===== config.mk =====
export PLATFORM = sky130hd
export DESIGN_NAME = eee_lpi_ctrl
export DESIGN_NICKNAME = d
export VERILOG_FILES = /design/src/rtl/eee_lpi_ctrl.sv
export SDC_FILE = /design/constraint.sdc
export NUM_CORES = 1
export LEC_CHECK = 0
export BUFFER_PORTS_ARGS = -buffer_cell sky130_fd_sc_hd__buf_2
export CAP_MARGIN = 20
export CORE_AREA = 2 2 65 128
export CTS_BUF_LIST = sky130_fd_sc_hd__clkbuf_4
export CTS_CLUSTER_DIAMETER = 50
export DETAILED_ROUTE_END_ITERATION = 7
export DIE_AREA = 0 0 67 130
export GPL_ROUTABILITY_DRIVEN = 0
export PLACE_DENSITY = 0.82
export SYNTH_ARGS = -nofsm -noshare
export SYNTH_HDL_FRONTEND = slang
export SYNTH_SLANG_ARGS = --single-unit

===== constraint.sdc =====
create_clock -name clk -period 2.5 [get_ports clk]
set_input_delay 0.375 -clock clk [delete_from_list [all_inputs] [get_ports clk]]
set_output_delay 0.375 -clock clk [all_outputs]
set_load 0.1 [all_outputs]

===== src/rtl/eee_lpi_ctrl.sv =====
module eee_lpi_ctrl #(
  parameter int US_PER_MS = 1000,
  parameter int TW_W      = 16,
  parameter int LS_W      = 11
) (
  input  logic        clk,
  input  logic        rst_n,
  input  logic        reg_wr,
  input  logic        reg_rd,
  input  logic [1:0]  reg_addr,
  input  logic [31:0] reg_wdata,
  output logic [31:0] reg_rdata,
  input  logic        tx_pending,
  input  logic        rx_lpi_ind,
  input  logic        us_tick,
  output logic        tx_lpi_assert,
  output logic        tx_hold,
  output logic        lpi_irq
);
  localparam int PRE_W = (US_PER_MS > 1) ? $clog2(US_PER_MS) : 1;
  localparam logic [PRE_W-1:0] PRE_LAST = PRE_W'(US_PER_MS - 1);
  localparam logic [1:0] A_CTRL = 2'd0, A_TIMER = 2'd1, A_MASK = 2'd2;

  typedef enum logic [1:0] {S_ACTIVE, S_WAIT_LINK, S_LPI, S_WAKE} lpi_state_t;

  lpi_state_t state, nxt;
  logic lpi_en, tx_auto, link_ok, irq_mask, rx_q;
  logic [TW_W-1:0]  tw, wake_cnt;
  logic [LS_W-1:0]  ls, link_ms;
  logic [PRE_W-1:0] pre;
  logic [3:0] flags, ev;

  wire wr_ctrl  = reg_wr && reg_addr == A_CTRL;
  wire rd_ctrl  = reg_rd && reg_addr == A_CTRL;
  wire ms_tick  = link_ok && us_tick && pre == PRE_LAST;
  wire link_stable = link_ok && (link_ms >= ls);
  wire entry_ok = lpi_en && tx_auto && !tx_pending;

  always_ff @(posedge clk or negedge rst_n)
    if (!rst_n) begin
      lpi_en <= 1'b0; tx_auto <= 1'b0; link_ok <= 1'b0;
      tw <= '0; ls <= '0; irq_mask <= 1'b0;
    end else if (reg_wr) begin
      case (reg_addr)
        A_CTRL:  {link_ok, tx_auto, lpi_en} <= reg_wdata[10:8];
        A_TIMER: begin tw <= reg_wdata[TW_W-1:0]; ls <= reg_wdata[16 +: LS_W]; end
        A_MASK:  irq_mask <= reg_wdata[0];
        default: ;
      endcase
    end

  always_ff @(posedge clk or negedge rst_n)
    if (!rst_n) begin
      pre <= '0; link_ms <= '0;
    end else if (!link_ok) begin
      pre <= '0; link_ms <= '0;
    end else begin
      if (us_tick) pre <= (pre == PRE_LAST) ? '0 : pre + 1'b1;
      if (ms_tick && link_ms != '1) link_ms <= link_ms + 1'b1;
    end

  always_comb begin
    nxt = state;
    case (state)
      S_ACTIVE:    if (entry_ok) nxt = S_WAIT_LINK;
      S_WAIT_LINK: if (!entry_ok) nxt = S_ACTIVE;
                   else if (link_stable) nxt = S_LPI;
      S_LPI:       if (!entry_ok) nxt = S_WAKE;
      S_WAKE:      if (wake_cnt >= tw) nxt = S_ACTIVE;
      default:     nxt = S_ACTIVE;
    endcase
  end

  always_ff @(posedge clk or negedge rst_n)
    if (!rst_n) begin
      state <= S_ACTIVE; wake_cnt <= '0;
    end else begin
      state <= nxt;
      if (state != S_WAKE) wake_cnt <= '0;
      else if (us_tick && wake_cnt != '1) wake_cnt <= wake_cnt + 1'b1;
    end

  assign ev[0] = state != S_LPI && nxt == S_LPI;
  assign ev[1] = state == S_LPI && nxt != S_LPI;
  assign ev[2] = rx_lpi_ind && !rx_q;
  assign ev[3] = !rx_lpi_ind && rx_q;

  always_ff @(posedge clk or negedge rst_n)
    if (!rst_n) begin
      flags <= '0; rx_q <= 1'b0;
    end else begin
      flags <= (rd_ctrl ? 4'd0 : flags) | ev;
      rx_q  <= rx_lpi_ind;
    end

  always_comb begin
    reg_rdata = '0;
    case (reg_addr)
      A_CTRL: begin
        reg_rdata[3:0]  = flags;
        reg_rdata[10:8] = {link_ok, tx_auto, lpi_en};
        reg_rdata[16]   = tx_lpi_assert;
        reg_rdata[17]   = rx_q;
      end
      A_TIMER: begin
        reg_rdata[TW_W-1:0]   = tw;
        reg_rdata[16 +: LS_W] = ls;
      end
      A_MASK:  reg_rdata[0] = irq_mask;
      default: ;
    endcase
  end

  assign tx_lpi_assert = state == S_LPI;
  assign tx_hold       = state == S_LPI || state == S_WAKE;
  assign lpi_irq       = |flags && !irq_mask;

  logic unused_ok;
  assign unused_ok = ^{wr_ctrl, reg_wdata};
endmodule



==> results of run 1 <==
==> how the worst min path moves through the flow <==
| stage | from | end | slack [ns] | depth (start not counted) |
|---|---|---|---|---|
| global placement | rx_q | flags[2] | 0.48 | 1 |
| finish | rst_n | wake_cnt[11] | 0.05 | 1 |
| global route | rx_lpi_ind | rx_q | 0.02 | 1 |
| detailed placement | rx_q | flags[2] | 0.48 | 1 |
| CTS | rx_lpi_ind | rx_q | 0.03 | 1 |
| floorplan | rst_n | flags[0] | 0.08 | 0 |
==> critical path: cells and delay by family, from the launching register on <==
kind | cells | cell delay, ns
AOI/OAI and AO/OA | 5 | 1.31
DFF | 1 | 0.47
and+or+nand+nor | 1 | 0.21
adders and majority gates | 1 | 0.32
==> cell usage in the layout, fill, tap and decap left out, drive strengths merged, types with 2 or more instances in the layout <==
master and count:
o21ai 10, ha 30, mux2i 11, nand2 22
and4 2, conb 5, a21o 4, mux2 31
buf 71, clkbuf 11, nand2b 2, a211oi 2
a22o 3, or3 2, a21oi 7, and3 8
nor3 4, nand4 17, nor2 39, nand3 11
inv 31, xor2 10, a221oi 2, nor4 3
nor2b 7, nor3b 2, dfrtp 75, clkinv 3
and2 32, xnor2 19
==> sequential cells by signal (all words and copies together), names as in the netlist <==
name,flops
rx_q,1
tx_auto,1
link_ok,1
flags,4
link_ms,11
irq_mask,1
state,2
lpi_en,1
wake_cnt,16
tw,16
ls,11
pre,10
==> metal layers <==
metal | up-vias | part of all wire [%] | global-route usage [%]
li1 | 1572 | - | -
met1 | 1551 | 44 | 32.69
met2 | 104 | 47 | 35.12
met3 | 18 | 5.9 | 6.983
met4 | 0 | 2.3 | 9.604
met5 | - | 0 | 0
==> cell families after synthesis <==
group	share of synthesized area (%)
adder cells (fa/ha/maj)	8.688
buffers and inverters	4.547
AO/OA/AOI/OAI	7.095
AND/OR/NAND/NOR	19.64
XOR/XNOR	5.879
other	0.08680
flip-flops	43.44
multiplexers	10.63
==> through the flow <==
stage | cell area [um2] | power (mW) | util (%) | setup WS, ns | TNS (ns)
global placement | 5066 | 2.282 | 64.72 | 0.2760 | 0
CTS | 5191 | 3.040 | 66.32 | 0.2077 | 0
floorplan | 4355 | 2.040 | - | -0.6079 | -0.7417
finish | 5191 | 3.021 | 66.32 | 0.1349 | 0
detailed placement | 5066 | 2.310 | 64.72 | 0.2377 | 0
global route | 5191 | 3.172 | 66.32 | 0.03258 | 0
==> power by group <==
part           internal [mW]  switching (mW)  leakage (nW)
logic                  0.302           0.585          1.50
clock network          0.315           0.415        0.0718
registers               1.32          0.0842         0.971
total                   1.94            1.08          2.54
==> final cells by class <==
| class | instances | area [um2] | area share, % |
|---|---|---|---|
| Multi-Input combinational cell | 299 | 2282 | 43.96 |
| Timing Repair Buffer | 71 | 670.6 | 12.92 |
| Inverter | 31 | 116.4 | 2.242 |
| Sequential cell | 75 | 1877 | 36.15 |
| Clock inverter | 4 | 42.54 | 0.8195 |
| Clock buffer | 11 | 82.58 | 1.591 |
| Tap cell | 96 | 120.1 | 2.314 |
==> results.toml, run 1 <==
[run_status]
outcome = "finished clean"

[critical_path]
r2r_start = "link_ms[6]"
critPathArrivalTime_ns = 2.75
crit_fanout = 6
worst_path_max_delay_cell = "o311ai_0"
ff2ff_setup_slack_ns = 0.13
ff2ff_path_depth = 7
cp-start-kind = "register"
worst_path_largest_cell_delay_ns = 0.52
worstPathCellList = "ha_1, a21o_1, a221oi_2, o21ai_1, and4_4, o311ai_0, a221o_1"
reg2reg_to = "state[0]"
critPathLaunch = "link_ms[6]"
worst-endpoint-required_ns = 2.88
criticalPathCategory = "reg2reg"
critical_path.endpoint = "state[0]"
category_of_the_worst_setup_path_capture_point = "register"

[clock_tree]
worst_setup_hold_path_clk_slew_ns = 0.12
cts-buffers-inserted = 9
cts_root_buf = "clkbuf_4"
cts-hold-fix-buffers = 0
htree_num_levels = 3
tritoncts_num_sinks = 75
worstSkewPairLatency_ns = 0.44
post_cts.repair.setup_buffers = 0
tritoncts = "yes"
clk_path_buf_depth = 2
post_cts_resize_count = 0

[detailed_routing]
number_of_search_and_repair_iterations_in_the_first_detailed_routing_pass = 4
drt_iter0_markers = 194
number_of_design_rule_violations_left_after_detail_routing = 0
wirelength_um = 9242
drt.antenna.violating_nets = 0
route.vias.total = 3245
vias_per_cell = 5.528
post_drt_wl_per_cell_um = 15.74

[cells_and_area]
num_antenna_cells = 0
nFillCells = 597
design.final.nets = 558
instances_no_fill = 587
flow.area_growth_from_synthesis_pct = 20.16
fraction_of_layout_cells_with_a_size_suffix_above_1_pct = 27.29

[logic_synthesis]
synth_top_cell_by_area = "dfrtp_1"
synthesized_instance_count = 417
synth_cell_types = 53
yosysWarningCount = 0
synth_top_cell_area_share_pct = 43.44
yosys-top-cells-area = "dfrtp_1 (43%), ha_1 (8.7%), mux2_2 (8.1%)"
synth_enable_flop_cells = 0
synth_flop_cell = "dfrtp_1"
post_synth_instance_area_mm2 = 0.004320
number_of_register_bits_inferred_by_synthesis = 75
asyncSetResetFlopFracSynth_pct = 100.0
post_synth.cell_area_avg_um2 = 10.36
most_common_cell_in_the_synthesized_netlist = "dfrtp_1"
post_synthesis_sequential_area_ratio_pct = 43.44
synth_common_cells = "dfrtp_1 (75), nor2_1 (39), and2_1 (31), inv_1 (31), mux2_2 (31)"

[sta]
final.period_utilization_pct = 94.61
hold_violations = 0
tightest_slew_ns = 0.9442
worst_slew_margin_rel_pct = 37.05
final.min_clock_period_ns = 2.365
worst_hold_slack_ns = 0.04595
rsz_0062_raised_after_global_routing = "false"
slew_viol_final = 0
max_clock_freq_mhz = 422.8
worst_setup_skew_after_layout_ns = 0.008441
report.final.setup_viol = 0

[floorplanning]
die-area_mm2 = 0.008710
starting_density_pct = 55.20
die_height_um = 130
top_level_ports = 76
rows = 46
die_width_um = 67
core_area_mm2 = 0.007828

[place]
numPlacedInstances = 572
place_hpwl_um = 6681
port-buffer-count = 65

[run]
maxCapViolations = 0

[power_and_ir_drop]
total_leakage_power_nw = 2.545
worst_ir_drop_vdd_mv = 0.5187
power.density_mw_per_mm2 = 581.9

[global_route]
largest_net_degree_at_the_start_of_global_routing = 76
grt_antenna_before_repair = 0
grt_overflow_total = 0
grt_pass1_vias = 3325
grt_first_pass_wirelength_um = 15680
overall_routing_resource_usage_pct = 23.78

[worst_hold_path]
worst_hold_path_type = "in2async"
(Power assumes the default switching activity.)
==> run 2, diff against run 1 <==
--- a/config.mk
+++ b/config.mk
@@ -13,6 +13,8 @@
 export DETAILED_ROUTE_END_ITERATION = 7
 export DIE_AREA = 0 0 67 130
 export GPL_ROUTABILITY_DRIVEN = 0
+export GPL_TIMING_DRIVEN = 0
+export HOLD_SLACK_MARGIN = 0.08
 export PLACE_DENSITY = 0.82
 export SYNTH_ARGS = -nofsm -noshare
 export SYNTH_HDL_FRONTEND = slang
==> run 2 against run 1 <==
Net effect:
- final area fell by 3.9%
- critical path type unchanged
- sequential power barely moved
- largest power group unchanged
- sequential share of layout area rose by 1.5 points
- global-route usage fell by 0.96 points
- clock power rose by 0.5%
- clock skew rose by 0.0086 ns
- first-iteration DRC count rose by 1.0%
- non-clock buffer count rose by 12
- total power fell by 2.6%
==> results.toml, run 2 (same netlist as run 1, synthesis figures left out) <==
[sta]
tightest_slew_ns = 0.7329
final.period_utilization_pct = 94.60
report.final.setup_viol = 0
max_clock_freq_mhz = 422.9
slew_viol_final = 0
hold_violations = 0
final.min_clock_period_ns = 2.365
rsz_0062_raised_after_global_routing = "false"
fin_tns_setup_ns = 0
worst_slew_margin_rel_pct = 51.14
worst_setup_skew_after_layout_ns = 0.01706

[global_route]
grt_overflow_total = 0
grt_pass1_vias = 3172
grt_first_pass_wirelength_um = 14920
grt_antenna_before_repair = 1
largest_net_degree_at_the_start_of_global_routing = 60
overall_routing_resource_usage_pct = 22.82

[power_and_ir_drop]
switching_fraction_pct = 36.64
comb_power_share_pct = 27.3
worst_ir_drop_vdd_mv = 0.4328
internal_power_mw = 1.864
power.density_mw_per_mm2 = 589.9
total_power_mw = 2.942
total_leakage_power_nw = 2.516
power_frac_clock_pct = 24.9
pwr-share-seq_pct = 47.8
reported_net_switching_power_mw = 1.078

[cells_and_area]
fin_area_mm2 = 0.004987
flow.area_growth_from_synthesis_pct = 15.44
design.final.nets = 570
instances_no_fill = 601
most-common-layout-cells = "dfrtp_1 (75), buf_2 (64), nor2_1 (32)"
layout.cells.most_common = "dfrtp_1"
final_core_util_pct = 63.71
fraction_of_layout_cells_with_a_size_suffix_above_1_pct = 27.18
biggestRegsByFlops = "tw: 16 flops, wake_cnt: 16 flops"

[detailed_routing]
drt.antenna.violating_nets = 0
post_drt_wl_per_cell_um = 14.79
wirelength_um = 8890
number_of_design_rule_violations_left_after_detail_routing = 0
number_of_search_and_repair_iterations_in_the_first_detailed_routing_pass = 4
route.vias.total = 3243
vias_per_cell = 5.396
drt_iter0_markers = 196

[critical_path]
worst_path_largest_cell_delay_ns = 0.48
criticalPathCategory = "reg2reg"
worst-endpoint-required_ns = 2.85
crit_buf_inv = 1
timing.critical_path.max_delay_family = "compound AO/OA/AOI/OAI gates"
worstPathCellList = "inv_1, ha_1, nand2b_1, a211oi_1, o21ai_1, and4_4, o311a_1, a211o_1"
worst_path_max_delay_cell = "dfrtp_1"
crit_fanout = 6
critPathArrivalTime_ns = 2.71
cp-start-kind = "register"
category_of_the_worst_setup_path_capture_point = "register"

[run_status]
outcome = "finished clean"

[place]
post_dp_cell_area_mm2 = 0.004826
port-buffer-count = 64
place_hpwl_um = 6604
numPlacedInstances = 582

[run]
maxCapViolations = 0

[clock_tree]
tritoncts = "yes"
clk_path_buf_depth = 2
worstSkewPairLatency_ns = 0.45
post_cts.repair.setup_buffers = 0
cts_root_buf = "clkbuf_4"
worst_setup_hold_path_clk_slew_ns = 0.12
cts-buffers-inserted = 9
tritoncts_num_sinks = 75
htree_num_levels = 3

[floorplanning]
die_height_um = 130
core_area_mm2 = 0.007828
rows = 46
die_width_um = 67
top_level_ports = 76
starting_density_pct = 55.20
die-area_mm2 = 0.008710

[worst_hold_path]
worst_hold_path_type = "in2reg"
## run 2: cell count changes in the layout (fill, tap and decap cells not counted), sizes merged
cell         delta
clkbuf          +9
diode           +1
dlygate4sd3     +2
clkinv          +2
## run 2: worst paths after layout
kind / from / endpoint / slack, ns / cells after the start
worst min register to register: rx_q / flags[2] / 0.51 / 1
worst min-delay path: reg_wdata[26] / ls[10] / 0.15 / 2
worst max-delay path: link_ms[0] / state[1] / 0.14 / 8
min in group asynchronous: rst_n / wake_cnt[9] / 0.33 / 2
max in group asynchronous: rst_n / tw[9] / 1.59 / 3
worst max register to register: link_ms[0] / state[1] / 0.14 / 8
## run 2: timing repair
| item | CTS | global route |
|---|---|---|
| endpoints found under the hold margin | 17 | 0 |
| hold buffers | 2 | 0 |
| setup endpoints to repair | 3 | 2 |
| gates resized for setup | 2 | 1 |
## run 2: area by class of cell
class / count / area [um2]
antenna: 1 / 2.502
buffer: 16 / 81.33
clock buffer: 10 / 75.07
clock inverter: 6 / 56.30
fill: 647 / 2840
inverter: 31 / 116.4
multi-input combinational: 299 / 2288
sequential: 75 / 1877
tap: 96 / 120.1
timing repair buffer: 67 / 370.4
## run 2: stage by stage
step	setup WS, ns	hold WS, ns
after floorplan	-0.6079	0.07941
after global placement	-0.04958	0.4709
after detailed placement	-0.08647	0.2683
after CTS	0.04653	0.1239
after global routing	0.02965	0.1233
final	0.1351	0.1459
## run 2: metal layers
layer  vias up  track usage (%)  share of wire [%]
met3         9            5.517                4.6
met5         -                0                  0
met1      1561            31.95                 47
met2        79            33.90                 47
met4         0            9.124                1.5
li1       1594                -                  -
## run 2: power groups by stage
stage                     Combinational [mW]  Clock (mW)  Sequential [mW]
final                                  0.804       0.733             1.40
after global routing                   0.870       0.806             1.42
after CTS                              0.811       0.750             1.40
after detailed placement               0.804           0             1.43
after global placement                 0.783           0             1.42
after floorplan                        0.642           0             1.40
